[src/rtl/evts_pkg.sv]
package evts_pkg;
  // strobes from control to datapath
  typedef struct packed {
    logic capture;  // event with room in FIFO: write word
    logic drop;     // event while FIFO full: discard word
  } evtsStrobe_t;
endpackage

[src/rtl/evts_sync.sv]
module evts_sync #(
  parameter int STAGES = 2
) (
  input  logic clk,
  input  logic rst,
  input  logic asyncIn,
  output logic syncOut
);
  logic [STAGES-1:0] chain;

  generate
    if (STAGES == 1) begin : g_one
      always_ff @(posedge clk) begin
        if (rst) chain <= '0;
        else     chain <= asyncIn;
      end
    end else begin : g_many
      always_ff @(posedge clk) begin
        if (rst) chain <= '0;
        else     chain <= {chain[STAGES-2:0], asyncIn};
      end
    end
  endgenerate

  assign syncOut = chain[STAGES-1];
endmodule

[src/rtl/evts_ctrl.sv]
module evts_ctrl
  import evts_pkg::*;
#(
  parameter int SYNC_STAGES = 2
) (
  input  logic        clk,
  input  logic        rst,
  input  logic        pulseIn,
  input  logic        fifoFull,
  output evtsStrobe_t stb
);
  logic syncLevel;
  logic prevLevel;
  logic edgeSeen;

  evts_sync #(.STAGES(SYNC_STAGES)) u_sync (
    .clk     (clk),
    .rst     (rst),
    .asyncIn (pulseIn),
    .syncOut (syncLevel)
  );

  always_ff @(posedge clk) begin
    if (rst) prevLevel <= 1'b0;
    else     prevLevel <= syncLevel;
  end

  assign edgeSeen = syncLevel & ~prevLevel;

  always_comb begin
    stb.capture = edgeSeen & ~fifoFull;
    stb.drop    = edgeSeen &  fifoFull;
  end
endmodule

[src/rtl/evts_datapath.sv]
module evts_datapath
  import evts_pkg::*;
#(
  parameter int SEQ_W  = 8,
  parameter int TIME_W = 24,
  localparam int WORD_W = SEQ_W + TIME_W
) (
  input  logic              clk,
  input  logic              rst,
  input  evtsStrobe_t       stb,
  output logic [WORD_W-1:0] wrData,
  output logic              wrEn,
  output logic              ovfFlag
);
  logic [TIME_W-1:0] timeCnt;
  logic [SEQ_W-1:0]  seqCnt;

  always_ff @(posedge clk) begin
    if (rst) timeCnt <= '0;
    else     timeCnt <= timeCnt + 1'b1;
  end

  always_ff @(posedge clk) begin
    if (rst)                         seqCnt <= '0;
    else if (stb.capture | stb.drop) seqCnt <= seqCnt + 1'b1;
  end

  always_ff @(posedge clk) begin
    if (rst) begin
      wrData  <= '0;
      wrEn    <= 1'b0;
      ovfFlag <= 1'b0;
    end else begin
      wrEn <= stb.capture;
      if (stb.capture) wrData  <= {seqCnt, timeCnt};
      if (stb.drop)    ovfFlag <= 1'b1;
    end
  end
endmodule

[src/rtl/evts_stamp_top.sv]
module evts_stamp_top
  import evts_pkg::*;
#(
  parameter int SYNC_STAGES = 2,
  parameter int SEQ_W       = 8,
  parameter int TIME_W      = 24,
  localparam int WORD_W     = SEQ_W + TIME_W
) (
  input  logic              clk,
  input  logic              rst,
  input  logic              pulseIn,
  output logic [WORD_W-1:0] fifoWrData,
  output logic              fifoWrEn,
  input  logic              fifoFull,
  output logic              overflow
);
  evtsStrobe_t stb;

  evts_ctrl #(.SYNC_STAGES(SYNC_STAGES)) u_ctrl (
    .clk      (clk),
    .rst      (rst),
    .pulseIn  (pulseIn),
    .fifoFull (fifoFull),
    .stb      (stb)
  );

  evts_datapath #(.SEQ_W(SEQ_W), .TIME_W(TIME_W)) u_dp (
    .clk     (clk),
    .rst     (rst),
    .stb     (stb),
    .wrData  (fifoWrData),
    .wrEn    (fifoWrEn),
    .ovfFlag (overflow)
  );
endmodule

[config.mk]
export PLATFORM = sky130hd
export DESIGN_NAME = evts_stamp_top
export DESIGN_NICKNAME = d
export VERILOG_FILES = /design/src/rtl/evts_pkg.sv /design/src/rtl/evts_sync.sv /design/src/rtl/evts_ctrl.sv /design/src/rtl/evts_datapath.sv /design/src/rtl/evts_stamp_top.sv
export SDC_FILE = /design/constraint.sdc
export NUM_CORES = 1
export LEC_CHECK = 0
export BUFFER_PORTS_ARGS = -buffer_cell sky130_fd_sc_hd__buf_2
export CAP_MARGIN = 10
export CORE_MARGIN = 4
export CORE_UTILIZATION = 55
export CTS_CLUSTER_DIAMETER = 40
export DETAILED_ROUTE_END_ITERATION = 10
export PLACE_DENSITY = 0.73
export SLEW_MARGIN = 30
export SYNTH_ARGS = -nofsm -noshare
export SYNTH_HDL_FRONTEND = slang
export SYNTH_SLANG_ARGS = --single-unit
export TNS_END_PERCENT = 100
[constraint.sdc]
create_clock -name clk -period 2.8 [get_ports clk]
set_clock_uncertainty 0.2 [all_clocks]
set_input_delay 0.14 -clock clk [delete_from_list [all_inputs] [get_ports clk]]
set_output_delay 0.14 -clock clk [all_outputs]
set_load 0.02 [all_outputs]
# After elaboration in Yosys (flattened, before gate mapping)
# Cells that the tools add are included.
# Widths: inputs -> output; s select.
[totals]
ff_bits = 69
mem_bits_rw = 0
romBits = 0
latch_bits = 0
out_inout_bits = 34
n_memories = 0
input_bits = 4
[op_classes]
n_lt_le_gt_ge = 0
div = 0
reduce_logical = 0
eq_ne = 0
bitwise = 6
mux = 0
n_mul = 0
n_addsub = 2
shifts = 0
[ops]
columns = ["op", "count"]
rows = [
  ["$add 24x1->24 const B", 1],
  ["$add 8x1->8 const B", 1],
  ["$and 1x1->1", 3],
  ["$not 1->1", 2],
  ["$or 1x1->1", 1],
]

# Longest topological paths before layout
# Gate-level depths: netlist of the first run.
[depth]
ltp_word = 4
ltp_mapped = 7

# By module
# Synthesis of the first run repeated with hierarchy kept, for this count alone.
[unflattened]
hier_cells = 280
hier_area_um2 = 2657.5
[by_module_without_submodules]
columns = ["module", "area_per_inst_um2", "cells_each", "n_inst"]
rows = [
  ["evts_datapath", 2557.5, 272, 1],
  ["evts_sync", 52.6, 4, 1],
  ["evts_ctrl", 47.5, 4, 1],
]

# Least setup slack after synthesis of the first run
# OpenSTA, ideal clock, no wires.
[synth_path]
kind = "register to register"
startpoint = "reg u_dp.timeCnt[0]"
endpoint = "reg u_dp.timeCnt[20]"
synth_period_minus_slack_ns = 2.067
required_ns = 2.530
t_arrival_ns = 1.796
stages_incl_launch_ff = 6
setup_ns = 0.070
slack_ns = 0.733
cell_sequence = "dfxtp_1 ha_1 nand4_1 or4_1 or3_1 a21oi_1"
[synth_via]
elab_chain_cells = 1
[synth_lines]
columns = ["item", "line_no", "rtl"]
rows = [
  ["from (decl)", "evts_datapath.sv:15", "logic [TIME_W-1:0] timeCnt;"],
  ["from (signal assigned)", "evts_datapath.sv:20", "else timeCnt <= timeCnt + 1'b1;"],
  ["$add 24x1->24", "evts_datapath.sv:20", ""],
]
# No other way between the ends.
# A chain may end at the register's enable or synchronous reset.

# Final worst setup path of the first run
[layout_path]
startpoint = "reg u_dp.timeCnt[0]"
endpoint = "reg u_dp.timeCnt[22]"
# The elaborated chain is that of the path after synthesis.

==> results of run 1 <==
[path summary, 6_finish.rpt]
kind,to,slack [ns],cells past startpoint
min reg2reg,u_ctrl.u_sync.chain[1],0.25,1
min,u_dp.wrEn,0.11,2
max reg2reg,u_dp.timeCnt[22],0.51,5
max,u_dp.timeCnt[22],0.51,5
[state kept, by name, indices dropped and copies added (netlist names)]
name and flops:
u_ctrl.prevLevel 1, u_dp.wrData 32, u_dp.timeCnt 24, u_ctrl.u_sync.chain 2, u_dp.ovfFlag 1, u_dp.wrEn 1
u_dp.seqCnt 8
[power by group through the flow]
stage	clock [mW]	sequential [mW]	combinational, mW
floorplan	0	1.02	0.0334
global placement	0	1.02	0.0473
detailed placement	0	1.02	0.0475
CTS	1.10	0.996	0.0505
global route	1.13	0.998	0.0559
finish	1.09	0.997	0.0499
[through the flow]
step / instances / util / power [mW] / hold slack [ns] / instance area, um^2
floorplan: 316 / - / 1.05 / 0.0682 / 2640
global placement: 392 / 0.634 / 1.07 / 0.154 / 2860
detailed placement: 392 / 0.634 / 1.07 / 0.161 / 2860
CTS: 410 / 0.699 / 2.14 / 0.115 / 3150
global route: 410 / 0.699 / 2.19 / 0.152 / 3150
finish: 410 / 0.699 / 2.13 / 0.115 / 3150
[cells in the mapped netlist (all sizes together)]
cell type	number	area (um^2)
nand2	76	285
dfxtp	69	1380
a21oi	45	225
nor2	24	90.1
clkbuf	14	52.6
nand4	10	77.6
o21ai	10	50.1
xnor2	10	87.6
or3	9	56.3
nand3	7	40.0
xor2	7	61.3
nor2b	6	37.5
nor3	5	25.0
buf	4	17.5
inv	3	11.3
nand2b	3	18.8
nor4	3	18.8
and3	2	12.5
and4	2	17.5
ha	2	25.0
or4	2	15.0
a31o	1	8.76
mux2	1	11.3
nand4b	1	8.76
[cell usage in the layout (no fill, tap or decap)]
master	synthesis	final
buf_4	0	5
buf_2	2	37
nand4_1	9	9
clkinv_4	0	1
mux2_2	1	1
nor2_1	24	23
nand4_4	1	1
inv_1	3	3
a21oi_1	45	45
dfxtp_1	69	69
nor3_1	5	5
or4_1	2	2
xor2_1	7	7
nand3_1	6	6
clkbuf_8	0	10
and3_1	2	2
nor2_2	0	1
a31o_2	1	1
nand2b_1	3	3
nand3_2	1	1
and4_1	2	2
clkinv_2	0	1
nor2b_1	6	6
xnor2_1	10	10
nor4_1	3	3
nand4b_1	1	1
o21ai_0	10	10
or3_1	9	9
ha_1	2	2
bufinv_16	0	4
dlygate4sd3_1	0	2
nand2_1	76	76
[metal layers]
metal,track usage,vias to the layer above,part of all wire
met5,0,-,0
met4,0.0854,0,0.012
met3,0.0445,6,0.045
met2,0.305,45,0.48
met1,0.228,982,0.47
li1,-,1134,-
[cell families after synthesis]
family	after synthesis	synth area share
XOR/XNOR	17	0.0565
AO/OA/AOI/OAI	56	0.108
adder cells (fa/ha/maj)	2	0.00950
AND/OR/NAND/NOR	150	0.267
multiplexers	1	0.00427
flip-flops	69	0.524
buffers and inverters	21	0.0309
[area by class of cell]
| class | count | area, um^2 | area share |
|---|---|---|---|
| Tap cell | 52 | 65.1 | 0.0207 |
| Multi-Input combinational cell | 226 | 1170 | 0.373 |
| Inverter | 3 | 11.3 | 0.00358 |
| Clock inverter | 6 | 134 | 0.0425 |
| Timing Repair Buffer | 44 | 243 | 0.0771 |
| Clock buffer | 10 | 138 | 0.0437 |
| Sequential cell | 69 | 1380 | 0.439 |
==> flow_summary_export.csv, run 1 <==
group,metric,value,unit
yosys,ys_seq_area_frac,0.524,
detailed_routing,drc,0,
clock_network,cts_tree,"yes",
pwr,power_frac_clock,0.510,
timing,setup_violations,0,
timing,fmax,0.436,GHz
place,port_buffers,37,
setup_path,required,2.87,ns
timing,rsz0062_at_grt,"false",
clock_network,numCtsBuffers,9,
clock_network,clk_pin_slew,0.08,ns
pwr,irDropWorstVdd,0.405,mV
yosys,syn_nets,322,
yosys,synthCells,316,
setup_path,slowest_delay,0.66,ns
setup_path,worstPathCellList,"ha_1 -> nand4_1 -> or4_1 -> or3_1 -> a21oi_1",
detailed_routing,routed_via_density,5.29,
job,cap_violations,0,
pwr,power.share.sequential,0.467,
setup_path,endpoint_kind,"flip-flop",
timing,tns,0,ns
pwr,cellPowerDensity,678,nW/um^2
timing,worst_pin_slew,0.672,ns
detailed_routing,totalWireLength,5.24,mm
timing,maxSlewViolCount,0,
timing,slew_headroom,0.552,
floorplan,fp.dieH,77.2,um
clock_network,clock_latency,0.34,ns
place,place_ws,0.536,ns
finish,nets,359,
setup_path,cp_data_arrival_time,2.37,ns
pwr,p_switching,424,uW
pwr,combPwrFrac,0.023,
yosys,synth-seq-cells,69,
clock_network,post_cts_buffers,0,
clock_network,cts.sinks,69,
detailed_routing,antenna_left,0,
setup_path,critical-path-slowest-cell,"or4_1",
yosys,synth_area,2640,um^2
setup_path,critPathTopFamily,"simple AND/OR/NAND/NOR gates",
pwr,leakage,1.19,nW
detailed_routing,drt_pre_antenna_iters,4,
detailed_routing,wire_per_inst,12.8,um
yosys,synth_cell_type_count,27,
setup_path,start_kind,"flip-flop",
floorplan,die_w,77.2,um
floorplan,ios,38,
clock_network,post_cts_resized,0,
grt,grt_antenna_before_repair,0,
setup_path,cp_max_fo,7,
clock_network,clockBufferDepth,2,
floorplan,num_rows,24,
timing,hold_viol,0,
yosys,synth_area_per_cell,8.34,um^2
pwr,swShare,0.199,
clock_network,h-tree-depth,3,
floorplan,dieArea,5960,um^2
grt,grt_max_degree,41,
finish,drive_gt1_frac,0.176,
setup_path,crit_type,"reg2reg",
grt,grt_overflow,0,
clock_network,holdBufCountCts,2,
floorplan,core-area,4500,um^2
detailed_routing,vias,2167,
grt,track_usage,0.185,
finish,num-fill-cells,364,
timing,fin_crit,2.29,ns
yosys,synth-warning-count,0,
status,status,"finished, final reports clean",
setup_path,startpoint,"u_dp.timeCnt[0]",
timing,fin_crit_sh,0.819,
clock_network,root_buffer,"clkbuf_8",
pwr,p_int,1.71,mW
detailed_routing,drt_iter0_drc,125,
floorplan,start_util,0.585,
hold_path,holdCritPathClass,"in2reg",
hold_path,hold_path.startpoint,"rst",
timing,setup_ws,0.507,ns
finish,diodes,0,
place,dp.final_hpwl,3.44,mm
grt,grt_pass1_wl,9.05,mm
place,gp_congestion,0.769,
grt,grt_pass1_vias,2060,
setup_path,r2r_start,"u_dp.timeCnt[0]",
finish,area_delta_synth_final,19.4,%
setup_path,critical_path_buf_inv_count,0,
Power figures use the tool's default switching activity.
==> run 2, diff against run 1 <==
==> constraint.sdc (replaced) <==
create_clock -name clk -period 2.2 [get_ports clk]
set_clock_uncertainty 0.2 [all_clocks]
set_input_delay 0.11 -clock clk [delete_from_list [all_inputs] [get_ports clk]]
set_output_delay 0.11 -clock clk [all_outputs]
set_load 0.02 [all_outputs]
==> run 2 against run 1 <==
Effect of this change: design area decreased by 1.6%; die area unchanged; count of clock-buffer cells in the layout increased by 3; register-to-register slack got worse by 0.41 ns.
==> flow_summary_export.csv, run 2 (synthesis gave the netlist of run 1 again) <==
group,metric,value,unit
clock_network,clockBufferDepth,2,
setup_path,start_kind,"flip-flop",
floorplan,fp.dieH,77.2,um
setup_path,crit_type,"reg2reg",
floorplan,dieArea,5960,um^2
setup_path,rr_worst_depth,5,
finish,area_delta_synth_final,17.5,%
floorplan,num_rows,24,
finish,fin_area,3100,um^2
setup_path,required,2.27,ns
grt,grt_pass1_vias,1988,
timing,hold_viol,0,
detailed_routing,drt_pre_antenna_iters,5,
detailed_routing,drc,0,
finish,nets,366,
pwr,combPwrFrac,0.034,
timing,setup_violations,0,
setup_path,cp_data_arrival_time,2.17,ns
place,placed_area,2900,um^2
setup_path,r2r_start,"u_dp.timeCnt[0]",
detailed_routing,vias,2165,
pwr,leakage,1.17,nW
place,port_buffers,37,
timing,fmax,0.476,GHz
place,dp.final_hpwl,3.49,mm
finish,diodes,0,
pwr,power.share.sequential,0.578,
grt,grtUsageMet2,0.288,
detailed_routing,routed_via_density,5.20,
setup_path,cp_max_fo,7,
grt,grt_pass1_wl,8.67,mm
setup_path,rr_endpoint,"u_dp.timeCnt[20]",
clock_network,cts_tree,"yes",
clock_network,h-tree-depth,3,
pwr,irDropWorstVdd,0.510,mV
place,dp_cells,398,
floorplan,die_w,77.2,um
finish,drive_gt1_frac,0.190,
pwr,p_int,1.72,mW
detailed_routing,totalWireLength,5.02,mm
finish,largest_reg_flops,32,
status,status,"finished, final reports clean",
clock_network,clock_latency,0.33,ns
finish,instances_no_fill,416,
hold_path,hold_path_end,"u_dp.timeCnt[0]",
timing,fin_crit,2.10,ns
setup_path,endpoint_kind,"flip-flop",
floorplan,start_util,0.585,
detailed_routing,drt_iter0_drc,97,
pwr,finalPower,2.19,mW
finish,mostFrequentLayoutCells,"nand2_1 (76), dfxtp_1 (69), a21oi_1 (45)",
detailed_routing,antenna_left,0,
finish,reg_top3,"u_dp.wrData: 32 flops, u_dp.timeCnt: 24 flops, u_dp.seqCnt: 8 flops",
hold_path,hold_path.startpoint,"rst",
timing,hold_slack,0.0148,ns
pwr,cellPowerDensity,707,nW/um^2
clock_network,root_buffer,"clkbuf_8",
grt,grt_util_met1,0.219,
detailed_routing,wire_per_inst,12.1,um
pwr,p_switching,473,uW
grt,grt_max_degree,31,
clock_network,cts.sinks,69,
finish,top_register,"u_dp.wrData",
pwr,swShare,0.216,
job,cap_violations,0,
place,gp_congestion,0.822,
grt,grt_antenna_before_repair,0,
grt,grt_most_used_layer,"met2",
hold_path,hold_path_depth,2,
clock_network,numCtsBuffers,9,
hold_path,holdCritPathClass,"in2reg",
grt,track_usage,0.179,
floorplan,core-area,4500,um^2
floorplan,ios,38,
grt,grt_overflow,0,
setup_path,rrSetupSlack,0.1,ns
pwr,power_frac_clock,0.388,
timing,worst_pin_slew,0.494,ns
timing,tns,0,ns
grt,grtUsageMet3,0.0515,
timing,fin_crit_sh,0.955,
timing,maxSlewViolCount,0,
clock_network,clk_pin_slew,0.07,ns
timing,slew_headroom,0.668,
finish,final_common_cell,"nand2_1",
[run 2: cell type report]
| cell class | count | area (um^2) |
|---|---|---|
| fill | 387 | 1410 |
| sequential | 69 | 1380 |
| multi-input combinational | 226 | 1180 |
| timing repair buffer | 51 | 295 |
| clock buffer | 13 | 149 |
| tap | 52 | 65.1 |
| inverter | 3 | 11.3 |
| clock inverter | 2 | 10.0 |
[run 2: worst max-delay path by stage]
stage | start | end | cells after the start
floorplan | u_dp.timeCnt[0] | u_dp.timeCnt[20] | 5
global route | u_dp.timeCnt[1] | u_dp.timeCnt[22] | 5
global placement | u_dp.timeCnt[0] | u_dp.timeCnt[18] | 5
CTS | u_dp.timeCnt[0] | u_dp.timeCnt[22] | 5
finish | u_dp.timeCnt[0] | u_dp.timeCnt[20] | 5
detailed placement | u_dp.timeCnt[0] | u_dp.timeCnt[18] | 5
[run 2: through the flow]
step	utilization	setup WS, ns
floorplan	-	0.133
global placement	0.644	0.127
detailed placement	0.644	0.0438
CTS	0.684	0.0335
global route	0.688	-0.00846
finish	0.688	0.0988
[run 2: worst max-delay path, stage by stage (launching register included)]
cell     delay [ns]
dfxtp_1        0.34
ha_2           0.22
nand4_1        0.19
or4_4          0.63
or3_1          0.33
a21oi_1        0.14
[run 2: what timing repair did]
item | in CTS | in global routing
hold buffers | 2 | 0
setup buffers | 0 | 1
hold endpoints to repair | 2 | 0
resized for setup | 0 | 3
setup endpoints to repair | 0 | 6
[run 2: metal layers]
metal	routed length, um	vias to the layer above	part of all wire
li1	-	1148	-
met1	2370	979	0.47
met2	2410	31	0.48
met3	170	7	0.034
met4	71	0	0.014
met5	0	-	0
[run 2: power by group through the flow]
stage / sequential, mW / clock, mW / combinational, mW
final: 1.27 / 0.850 / 0.0740
after global routing: 1.27 / 0.939 / 0.0833
after CTS: 1.27 / 0.874 / 0.0748
after detailed placement: 1.29 / 0 / 0.0721
after global placement: 1.29 / 0 / 0.0712
after floorplan: 1.30 / 0 / 0.0425
==> run 3, diff against run 2 <==
--- a/config.mk
+++ b/config.mk
@@ -7,8 +7,10 @@
 export LEC_CHECK = 0
 export BUFFER_PORTS_ARGS = -buffer_cell sky130_fd_sc_hd__buf_2
 export CAP_MARGIN = 10
+export CELL_PAD_IN_SITES_DETAIL_PLACEMENT = 0
+export CELL_PAD_IN_SITES_GLOBAL_PLACEMENT = 2
 export CORE_MARGIN = 4
-export CORE_UTILIZATION = 55
+export CORE_UTILIZATION = 33
 export CTS_CLUSTER_DIAMETER = 40
 export DETAILED_ROUTE_END_ITERATION = 10
 export PLACE_DENSITY = 0.73
==> run 3 against run 2 <==
Effect of this change: sequential power about the same; routed wire length increased by 12%; die area increased by 59%; sequential share of layout area is 1.4 points lower; worst setup slack better by 0.083 ns; critical path depth is the same; global-route usage is 5.0 points lower; critical path type unchanged; critical endpoint unchanged; highest routed layer unchanged.
==> flow_summary_export.csv, run 3 (synthesis gave the netlist of run 1 again) <==
group,metric,value,unit
finish,area_delta_synth_final,21.2,%
setup_path,rrSetupSlack,0.18,ns
finish,instances_no_fill,470,
detailed_routing,drt_iter0_drc,53,
detailed_routing,drt_pre_antenna_iters,4,
clock_network,cts.sinks,69,
grt,track_usage,0.128,
timing,fmax,0.496,GHz
timing,slew_headroom,0.622,
floorplan,core-area,7730,um^2
timing,maxSlewViolCount,0,
pwr,irDropWorstVdd,0.256,mV
setup_path,required,2.27,ns
finish,largest_reg_flops,32,
job,cap_violations,0,
place,placed_area,3020,um^2
setup_path,critPathTopFamily,"simple AND/OR/NAND/NOR gates",
finish,drive_gt1_frac,0.198,
detailed_routing,wire_per_inst,12.0,um
floorplan,dieArea,9480,um^2
floorplan,die_w,97.4,um
place,gp_congestion,0.702,
setup_path,critical_path_buf_inv_count,0,
setup_path,worstPathCellList,"ha_1 -> nand4_1 -> or4_4 -> or3_1 -> a21oi_1",
setup_path,cp_data_arrival_time,2.08,ns
floorplan,fp.dieH,97.4,um
finish,reg_top3,"u_dp.wrData: 32 flops, u_dp.timeCnt: 24 flops, u_dp.seqCnt: 8 flops",
detailed_routing,routed_via_density,4.68,
setup_path,start_kind,"flip-flop",
setup_path,cp_max_fo,7,
clock_network,clockBufferDepth,2,
status,status,"finished, final reports clean",
finish,fin_util,0.413,
finish,nets,371,
finish,diodes,0,
timing,hold_viol,0,
place,place_ws,0.133,ns
timing,worst_pin_slew,0.567,ns
grt,grt_max_degree,31,
clock_network,root_buffer,"clkbuf_8",
timing,tns,0,ns
clock_network,numCtsBuffers,9,
setup_path,endpoint_kind,"flip-flop",
finish,final_common_cell,"nand2_1",
clock_network,h-tree-depth,3,
floorplan,start_util,0.341,
pwr,cellPowerDensity,681,nW/um^2
finish,top_register,"u_dp.wrData",
hold_path,holdCritPathClass,"in2reg",
floorplan,num_rows,32,
detailed_routing,antenna_left,0,
clock_network,post_cts_buffers,0,
timing,fin_crit,2.02,ns
setup_path,critical-path-slowest-cell,"or4_4",
setup_path,crit_type,"reg2reg",
grt,grt_pass1_wl,10.1,mm
clock_network,cts_tree,"yes",
timing,fin_crit_sh,0.917,
finish,fin_area,3190,um^2
clock_network,clock_latency,0.33,ns
clock_network,clk_pin_slew,0.07,ns
place,dp.final_hpwl,3.92,mm
detailed_routing,drc,0,
place,port_buffers,37,
grt,grt_overflow,0,
detailed_routing,totalWireLength,5.64,mm
place,dp_cells,454,
timing,rsz0062_at_grt,"false",
timing,setup_ws,0.182,ns
floorplan,ios,38,
pwr,finalPower,2.17,mW
grt,grt_antenna_before_repair,0,
finish,mostFrequentLayoutCells,"nand2_1 (76), dfxtp_1 (69), a21oi_1 (45)",
setup_path,slowest_delay,0.61,ns
timing,setup_violations,0,
timing,hold_slack,0.0534,ns
grt,grt_pass1_vias,2122,
detailed_routing,vias,2199,
pwr,leakage,1.19,nW
[run 3: changes by cell type in the layout (fill, tap and decap cells not counted)]
cell	previous run	this run
clkinv_2	2	3
buf_12	0	1
ha_1	1	2
buf_4	12	16
ha_2	1	0
clkbuf_8	10	9
clkbuf_1	3	2
[run 3: path summary, 6_finish.rpt]
| path | start | to | cells after the start |
|---|---|---|---|
| worst max-delay path | u_dp.timeCnt[1] | u_dp.timeCnt[20] | 5 |
| worst max register to register | u_dp.timeCnt[1] | u_dp.timeCnt[20] | 5 |
| worst min-delay path | rst | u_dp.wrEn | 2 |
| worst min register to register | u_ctrl.u_sync.chain[0] | u_ctrl.u_sync.chain[1] | 1 |
[run 3: routing by layer]
metal	GRT usage	routed length [um]
met1	0.171	2840
met2	0.194	2530
met3	0.0330	186
met4	0.0607	90
met5	0	0
[run 3: repair_timing]
action,CTS,global route
setup endpoints to repair,0,5
gates resized for setup,0,2
endpoints found under the hold margin,2,0
hold buffers,2,0
[run 3: power breakdown]
part | switching, mW | internal, mW | leakage, nW
sequential | 0.00616 | 1.26 | 0.557
combinational | 0.0510 | 0.0304 | 0.559
clock | 0.436 | 0.391 | 0.0788
[run 3: cell type report]
type | count | area, um^2
clock buffer | 11 | 131
clock inverter | 3 | 15.0
fill | 829 | 4530
inverter | 3 | 11.3
multi-input combinational | 226 | 1180
sequential | 69 | 1380
tap | 102 | 128
timing repair buffer | 56 | 345
[run 3: worst register-to-register path, stage by stage (launching register included)]
cell and delay, ns:
dfxtp_1 0.34, ha_1 0.18, nand4_1 0.17, or4_4 0.61, or3_1 0.32, a21oi_1 0.14
